===== src/rtl/rx_deframer_pkg.sv =====
package rx_deframer_pkg;
  localparam logic [7:0] CODE_OPEN  = 8'h7F;
  localparam logic [7:0] CODE_CLOSE = 8'h70;
  localparam logic [7:0] CODE_ESC   = 8'h7C;
  localparam logic [7:0] ESC_XOR    = 8'h20;
  localparam logic [3:0] CODE_NIB   = 4'h7;
  localparam logic [3:0] ESCD_NIB   = 4'h5;
  localparam int         NCMD       = 7;

  typedef struct packed {
    logic open;
    logic close;
    logic esc;
    logic code;   // any other 0x7x byte
    logic data;   // byte below 0x70 or above 0x7F
  } byte_cls_t;

  function automatic logic [NCMD-1:0] cmd_map(input logic [7:0] b);
    logic [NCMD-1:0] oh;
    oh = '0;
    case (b)
      8'h7E: oh[0] = 1'b1;
      8'h7D: oh[1] = 1'b1;
      8'h79: oh[2] = 1'b1;
      8'h78: oh[3] = 1'b1;
      8'h75: oh[4] = 1'b1;
      8'h74: oh[5] = 1'b1;
      8'h77: oh[6] = 1'b1;
      default: oh = '0;
    endcase
    return oh;
  endfunction
endpackage


===== src/rtl/rx_byte_classify.sv =====
module rx_byte_classify
  import rx_deframer_pkg::*;
(
  input  logic            vld,
  input  logic [7:0]      byte_i,
  output byte_cls_t       cls,
  output logic [NCMD-1:0] cmd_oh
);
  logic is_code;

  always_comb begin
    is_code    = (byte_i[7:4] == CODE_NIB);
    cls.open   = vld && (byte_i == CODE_OPEN);
    cls.close  = vld && (byte_i == CODE_CLOSE);
    cls.esc    = vld && (byte_i == CODE_ESC);
    cls.code   = vld && is_code && !cls.open && !cls.close && !cls.esc;
    cls.data   = vld && !is_code;
    cmd_oh     = vld ? cmd_map(byte_i) : '0;
  end
endmodule


===== src/rtl/rx_unescape.sv =====
module rx_unescape
  import rx_deframer_pkg::*;
(
  input  logic       clk,
  input  logic       rst_n,
  input  logic       in_valid,
  input  byte_cls_t  cls,
  input  logic [7:0] byte_i,
  output logic       dec_vld,
  output logic [7:0] dec_byte,
  output logic       ev_open,
  output logic       ev_resync,
  output logic       ev_close,
  output logic       corrupt_now,
  output logic       in_frame
);
  logic esc_pend, corrupt;
  logic in_frame_n, esc_pend_n, corrupt_n, bad;

  always_comb begin
    dec_vld    = 1'b0;
    dec_byte   = byte_i;
    ev_open    = 1'b0;
    ev_resync  = 1'b0;
    ev_close   = 1'b0;
    bad        = 1'b0;
    in_frame_n = in_frame;
    esc_pend_n = esc_pend;
    corrupt_n  = corrupt;
    if (cls.open) begin
      ev_open    = 1'b1;
      ev_resync  = in_frame;
      in_frame_n = 1'b1;
      esc_pend_n = 1'b0;
      corrupt_n  = 1'b0;
    end else if (in_frame) begin
      if (esc_pend && (cls.close || cls.esc || cls.code)) begin
        bad        = 1'b1;
        esc_pend_n = 1'b0;
      end
      if (cls.close) begin
        ev_close   = 1'b1;
        in_frame_n = 1'b0;
        esc_pend_n = 1'b0;
      end else if (cls.esc) begin
        esc_pend_n = 1'b1;
      end else if (cls.data) begin
        esc_pend_n = 1'b0;
        if (!esc_pend) begin
          dec_vld = 1'b1;
        end else if (byte_i[7:4] == ESCD_NIB) begin
          dec_vld  = 1'b1;
          dec_byte = byte_i ^ ESC_XOR;
        end else begin
          bad = 1'b1;
        end
      end
      corrupt_n = corrupt || bad;
    end
    corrupt_now = corrupt || bad;
  end

  always_ff @(posedge clk or negedge rst_n) begin
    if (!rst_n) begin
      in_frame <= 1'b0;
      esc_pend <= 1'b0;
      corrupt  <= 1'b0;
    end else if (in_valid) begin
      in_frame <= in_frame_n;
      esc_pend <= esc_pend_n;
      corrupt  <= corrupt_n;
    end
  end


  esc_in_frame_chk: assert property (@(posedge clk) disable iff (!rst_n)
    esc_pend |-> in_frame);
endmodule


===== src/rtl/rx_len_check.sv =====
module rx_len_check #(
  parameter int CNT_W   = 16,
  parameter int HDR_LEN = 8,
  parameter int LEN_POS = 6
) (
  input  logic       clk,
  input  logic       rst_n,
  input  logic       ev_open,
  input  logic       dec_vld,
  input  logic [7:0] dec_byte,
  output logic       first_o,
  output logic       len_err
);
  localparam logic [CNT_W-1:0] CNT_MAX = '1;
  localparam logic [CNT_W-1:0] POS_LO  = CNT_W'(LEN_POS);
  localparam logic [CNT_W-1:0] POS_HI  = CNT_W'(LEN_POS + 1);
  localparam logic [CNT_W-1:0] HDR_C   = CNT_W'(HDR_LEN);

  logic [CNT_W-1:0] cnt, cnt_n;
  logic [15:0]      len_f, len_n;

  always_comb begin
    cnt_n = cnt;
    len_n = len_f;
    if (ev_open) begin
      cnt_n = '0;
    end else if (dec_vld) begin
      if (cnt != CNT_MAX) cnt_n = cnt + 1'b1;
      if (cnt == POS_LO) len_n[7:0]  = dec_byte;
      if (cnt == POS_HI) len_n[15:8] = dec_byte;
    end
    first_o = (cnt == '0);
    len_err = (cnt < HDR_C) || (cnt != CNT_W'(len_f));
  end

  always_ff @(posedge clk or negedge rst_n) begin
    if (!rst_n) begin
      cnt   <= '0;
      len_f <= '0;
    end else if (ev_open || dec_vld) begin
      cnt   <= cnt_n;
      len_f <= len_n;
    end
  end


  cnt_step_chk: assert property (@(posedge clk) disable iff (!rst_n)
    (dec_vld && !ev_open && cnt != CNT_MAX) |=> cnt == $past(cnt) + 1'b1);
endmodule


===== src/rtl/rx_deframer.sv =====
module rx_deframer
  import rx_deframer_pkg::*;
#(
  parameter int CNT_W = 16
) (
  input  logic             clk,
  input  logic             rst_n,
  input  logic             in_valid,
  input  logic [7:0]       in_byte,
  output logic             out_valid,
  output logic [7:0]       out_data,
  output logic             out_first,
  output logic             out_last,
  output logic [NCMD-1:0]  ctrl_onehot,
  output logic             err_resync,
  output logic             err_escape,
  output logic             err_length
);
  byte_cls_t       cls;
  logic [NCMD-1:0] cmd_oh;
  logic            dec_vld, ev_open, ev_resync, ev_close, corrupt_now, in_frame;
  logic [7:0]      dec_byte;
  logic            first_o, len_err;

  rx_byte_classify u_cls (
    .vld(in_valid), .byte_i(in_byte), .cls(cls), .cmd_oh(cmd_oh)
  );

  rx_unescape u_unesc (
    .clk(clk), .rst_n(rst_n), .in_valid(in_valid), .cls(cls), .byte_i(in_byte),
    .dec_vld(dec_vld), .dec_byte(dec_byte), .ev_open(ev_open),
    .ev_resync(ev_resync), .ev_close(ev_close), .corrupt_now(corrupt_now),
    .in_frame(in_frame)
  );

  rx_len_check #(.CNT_W(CNT_W)) u_len (
    .clk(clk), .rst_n(rst_n), .ev_open(ev_open), .dec_vld(dec_vld),
    .dec_byte(dec_byte), .first_o(first_o), .len_err(len_err)
  );

  // one-byte hold so the final byte can carry the last flag
  logic       hold_vld, hold_first, hold_vld_n, hold_first_n;
  logic [7:0] hold_byte, hold_byte_n;
  logic       ov_n, of_n, ol_n, er_n, ee_n, el_n;
  logic [7:0] od_n;

  always_comb begin
    hold_vld_n   = hold_vld;
    hold_byte_n  = hold_byte;
    hold_first_n = hold_first;
    ov_n = 1'b0;
    od_n = hold_byte;
    of_n = hold_first;
    ol_n = 1'b0;
    er_n = ev_resync;
    ee_n = 1'b0;
    el_n = 1'b0;
    if (ev_open) begin
      hold_vld_n = 1'b0;
    end else if (ev_close) begin
      ov_n       = hold_vld;
      ol_n       = hold_vld;
      ee_n       = corrupt_now;
      el_n       = len_err;
      hold_vld_n = 1'b0;
    end else if (dec_vld) begin
      ov_n         = hold_vld;
      hold_vld_n   = 1'b1;
      hold_byte_n  = dec_byte;
      hold_first_n = first_o;
    end
  end

  always_ff @(posedge clk or negedge rst_n) begin
    if (!rst_n) begin
      hold_vld   <= 1'b0;
      hold_byte  <= '0;
      hold_first <= 1'b0;
    end else if (in_valid) begin
      hold_vld   <= hold_vld_n;
      hold_byte  <= hold_byte_n;
      hold_first <= hold_first_n;
    end
  end

  always_ff @(posedge clk or negedge rst_n) begin
    if (!rst_n) begin
      out_valid   <= 1'b0;
      out_data    <= '0;
      out_first   <= 1'b0;
      out_last    <= 1'b0;
      ctrl_onehot <= '0;
      err_resync  <= 1'b0;
      err_escape  <= 1'b0;
      err_length  <= 1'b0;
    end else begin
      out_valid   <= ov_n;
      out_data    <= ov_n ? od_n : '0;
      out_first   <= ov_n && of_n;
      out_last    <= ol_n;
      ctrl_onehot <= cmd_oh;
      err_resync  <= er_n;
      err_escape  <= ee_n;
      err_length  <= el_n;
    end
  end


  last_has_valid_chk: assert property (@(posedge clk) disable iff (!rst_n)
    out_last |-> out_valid);

  resync_silent_chk: assert property (@(posedge clk) disable iff (!rst_n)
    err_resync |-> !out_valid);

  ctrl_onehot_chk: assert property (@(posedge clk) disable iff (!rst_n)
    $onehot0(ctrl_onehot));

  ctrl_src_chk: assert property (@(posedge clk) disable iff (!rst_n)
    (ctrl_onehot != '0) |-> $past(in_valid));

  hold_in_frame_chk: assert property (@(posedge clk) disable iff (!rst_n)
    hold_vld |-> in_frame);
endmodule


===== config.mk =====
export PLATFORM = sky130hd
export DESIGN_NAME = rx_deframer
export DESIGN_NICKNAME = d
export VERILOG_FILES = /design/src/rtl/rx_deframer_pkg.sv /design/src/rtl/rx_byte_classify.sv /design/src/rtl/rx_unescape.sv /design/src/rtl/rx_len_check.sv /design/src/rtl/rx_deframer.sv
export SDC_FILE = /design/constraint.sdc
export NUM_CORES = 1
export LEC_CHECK = 0
export BUFFER_PORTS_ARGS = -buffer_cell sky130_fd_sc_hd__buf_2
export CAP_MARGIN = 0
export CORE_ASPECT_RATIO = 0.6
export CORE_MARGIN = 4
export CORE_UTILIZATION = 65
export CTS_BUF_LIST = sky130_fd_sc_hd__clkbuf_4
export DETAILED_ROUTE_END_ITERATION = 10
export HOLD_SLACK_MARGIN = 0.06
export PLACE_DENSITY = 0.86
export SYNTH_ARGS = -nofsm -noshare
export SYNTH_HDL_FRONTEND = slang
export SYNTH_HIERARCHICAL = 1
export SYNTH_SLANG_ARGS = --single-unit

===== constraint.sdc =====
create_clock -name clk -period 3.7 [get_ports clk]
set_input_delay 0.37 -clock clk [delete_from_list [all_inputs] [get_ports clk]]
set_output_delay 0.37 -clock clk [all_outputs]
set_load 0.05 [all_outputs]

==> summary.md <==
| Metric | Value |
|---|---|
| CP endpoint kind | `register` |
| Crit path depth | `14` |
| Hold Fails Final Rpt | `0` |
| VDD IR max | `0.309 mV` |
| Worst-case reg-to-reg path depth | `8` |
| Post-synthesis simple-gate area fraction | `22.7%` |
| Cell Area, Synth | `3350 µm²` |
| Gr ovfl total | `0` |
| Max-Cap Viols | `0` |
| Post-Synth Adder-Cell Area | `1.12%` |
| Synthesized flop and latch total | `66` |
| DR WL/cell | `18.4 µm` |
| Clock Path Buffers | `2` |
| DP HPWL | `4930 µm` |
| # diodes | `0` |
| Vias in the first global route | `2270` |
| Synthesis warning total | `6` |
| Synth unique cells | `49` |
| Slew Limit Fails | `0` |
| Final period util | `72.3%` |
| Root buf cell | `clkbuf_4` |
| Min cycle time layout | `2.67 ns` |
| Worst slack at placement | `0.672 ns` |
| Final setup fails | `0` |
| CORE AREA | `4780 µm²` |
| Via-to-Cell Ratio | `6.13` |
| FILL cells | `308` |
| Setup ws final | `1.03 ns` |
| Syn Nets | `302` |
| Die ar. | `6400 µm²` |
| Clock Skews | `0.0136 ns` |
| TritonCTS Sinks | `66` |
| Status | `complete, no violations` |
| DRT Pass-1 Iters | `6` |
| H-tree depth | `3` |
| Worst Hold Class | `in -> async` |
| Die Span X | `101 µm` |
| Sequential area share after synthesis | `49.4%` |
| WHS | `0.140 ns` |
| Yosys top cell area share | `49.4%` |
| Crit path top cell by count | `buf_4` |
| Setup Buffers After CTS | `0` |
| I/O pin total | `32` |
| Antenna viol nets, final | `0` |
| Family with the most delay on the worst path | `simple AND/OR/NAND/NOR gates` |
| Antenna violations before repair | `0` |
| Rel. slew slack | `26.7%` |
| Compound-Gate Fraction of Synth Area | `7.11%` |
| Power Density | `417 nW/µm²` |
| Mux contribution to synthesized area | `10.7%` |
| Synth async-reset ratio | `100%` |
| Fmax | `0.374 GHz` |
| Reg2reg setup slack | `1.25 ns` |
| Post-synth top area cell | `dfrtp_1` |
| Final #Nets | `332` |
| Initial drt markers | `232` |
| Worst Path Buf+Inv | `4` |
| # resized after CTS | `0` |
| Worst-Skew Late Latency | `0.42 ns` |
| Layout cells sized above 1 | `30.7%` |
| Post-route cell area | `3670 µm²` |
| CP max stage delay | `0.36 ns` |
| Cell Area, Placed | `3500 µm²` |
| Residual DRC count | `0` |
| Top cells by count, synth | `dfrtp_1, mux2_2, xnor2_1, nand2_1, nor2_1` |
| Final Wtd Congestion | `0.899` |
| Leakage power figure | `1.66 nW` |
| Arrival time worst endpoint | `3.00 ns` |
| RSZ-0062 raised after global routing | `no` |
| Area growth syn-to-layout | `9.61%` |
| Crit-path cells | `buf_2, and4b_1, nand2_1, buf_4, nor4_1, buf_4, nor2_1, nand3_1, a21oi_1, buf_4, and4_1, nand2_1, nor4_1, mux2_2` |
| Largest net degree at the start of global routing | `52` |
| Top-count cell post-synth | `dfrtp_1` |
| Worst-path fanout max | `11` |
| Initial Utilization | `70.0%` |
| Clk slew on worst S/H paths | `0.12 ns` |
| Multi-input gate area | `1540 µm²` |
| Layout Utilization | `76.7%` |
| Kind of critical path | `in -> reg` |
| Post-synth top flop | `dfrtp_1` |
| Main combinational cell family by area after synthesis | `simple AND/OR/NAND/NOR gates` |
| PortBufs | `31` |
| First-pass GRT wire length | `12000 µm` |
| Post-Synth XOR/XNOR Area | `4.45%` |
| Post-synth EDFFs | `0` |
| Wirelength, routed | `7110 µm` |
| TritonCTS buffer count | `9` |
| Synth top area cells | `dfrtp_1, mux2_2, xnor2_1` |
| Crit path max-delay cell type | `mux2_2` |
| Worst slew pin tran | `1.10 ns` |
| Die height | `63.6 µm` |
| Post-synthesis cell count | `288` |
| Sequential cell area | `1650 µm²` |
| Num rows | `19` |
| Worst setup SP type | `input port` |
| Cts hold-fix bufs | `0` |
| Vias | `2367` |
| Post-Syn Area per Cell | `11.6 µm²` |
| Overall routing resource usage | `24.5%` |
| Total Neg Setup Slack | `0 ns` |
| CP required | `4.02 ns` |
| TritonCTS clock tree | `done` |
[layer usage]
layer  track usage (%)  share of wire [%]  vias up
met5                 0                  0        -
met4              5.38               0.96        0
met3              9.26                9.1        9
met2              31.8                 41      124
met1              38.1                 49     1138
li1                  -                  -     1096
[sequential cells by signal, summed over array words and instances, names as in the netlist]
register / cells
u_len/len_f: 16
u_unesc/in_frame: 1
out_first: 1
hold_vld: 1
out_valid: 1
err_length: 1
u_unesc/corrupt: 1
err_escape: 1
hold_byte: 8
u_unesc/esc_pend: 1
err_resync: 1
ctrl_onehot: 7
out_last: 1
hold_first: 1
out_data: 8
u_len/cnt: 16
[kinds of logic (layout without fill, tap and decap cells)]
kind of cell	after synthesis	after routing
AO/OA/AOI/OAI	34	34
XOR/XNOR	17	17
adder cells (fa/ha/maj)	3	3
buffers and inverters	25	60
flip-flops	66	66
multiplexers	29	29
AND/OR/NAND/NOR	114	114
[cells in the final DEF, fill, tap and decap left out, types with 2 or more instances in the layout]
cell,instances
nor3_2,8
nor4_2,3
or3_1,3
buf_4,6
o31ai_1,6
nand4_2,3
xnor2_1,17
inv_1,7
inv_6,2
nand4b_1,2
dfrtp_1,66
and2_1,2
a21oi_1,11
clkbuf_4,9
clkinvlp_4,3
nand4_1,7
a31oi_1,2
buf_2,31
nor3b_1,12
nor4_1,6
and4_1,3
bufinv_16,2
mux2_2,17
ha_1,3
mux2_4,9
mux2i_1,2
nor2_1,16
nand2b_1,4
nor3_1,5
nor2b_1,3
nand3_1,7
nand2_1,16
o21ai_0,6
o21bai_1,2
nor3_4,2
or4_1,5
[through the flow]
stage,std cells,total power [mW]
detailed placement,370,0.976
floorplan,288,0.918
global route,386,1.61
global placement,370,0.968
finish,386,1.53
CTS,386,1.54
[final timing paths]
kind,from,to
worst max-delay path,in_byte[4],u_len/cnt[14]$_DFFE_PN0P_
worst min-delay path,rst_n,out_data[4]$_DFF_PN0_
worst max register to register,u_unesc/in_frame$_DFFE_PN0P_,u_len/cnt[14]$_DFFE_PN0P_
worst min register to register,u_unesc/corrupt$_DFFE_PN0P_,u_unesc/corrupt$_DFFE_PN0P_
max in group asynchronous,rst_n,u_len/len_f[5]$_DFFE_PN0P_
min in group clk,in_byte[0],ctrl_onehot[0]$_DFF_PN0_
[area by class of cell]
cell class,instances,area share (%)
repair buffers,37,5.46
inverters,7,0.716
clock buffers,9,1.84
well taps,63,2.15
multi-input cells,197,42.1
flip-flops and latches,66,45.0
clock inverters,7,2.73
[worst register-to-register path: cells and delay by family, from the launching register on]
family                 cells  cell delay, ns
DFF                        1            0.43
and+or+nand+nor            5            1.25
AOI/OAI and AO/OA          1            0.14
buffers and inverters      1            0.19
muxes                      1            0.36
[power by group]
| group | total, mW | switching [mW] | internal, mW |
|---|---|---|---|
| registers | 0.796 | 0.0434 | 0.752 |
| logic | 0.171 | 0.0984 | 0.0727 |
| clock network | 0.562 | 0.284 | 0.278 |
Note: power is estimated with default switching activity, not from simulation.
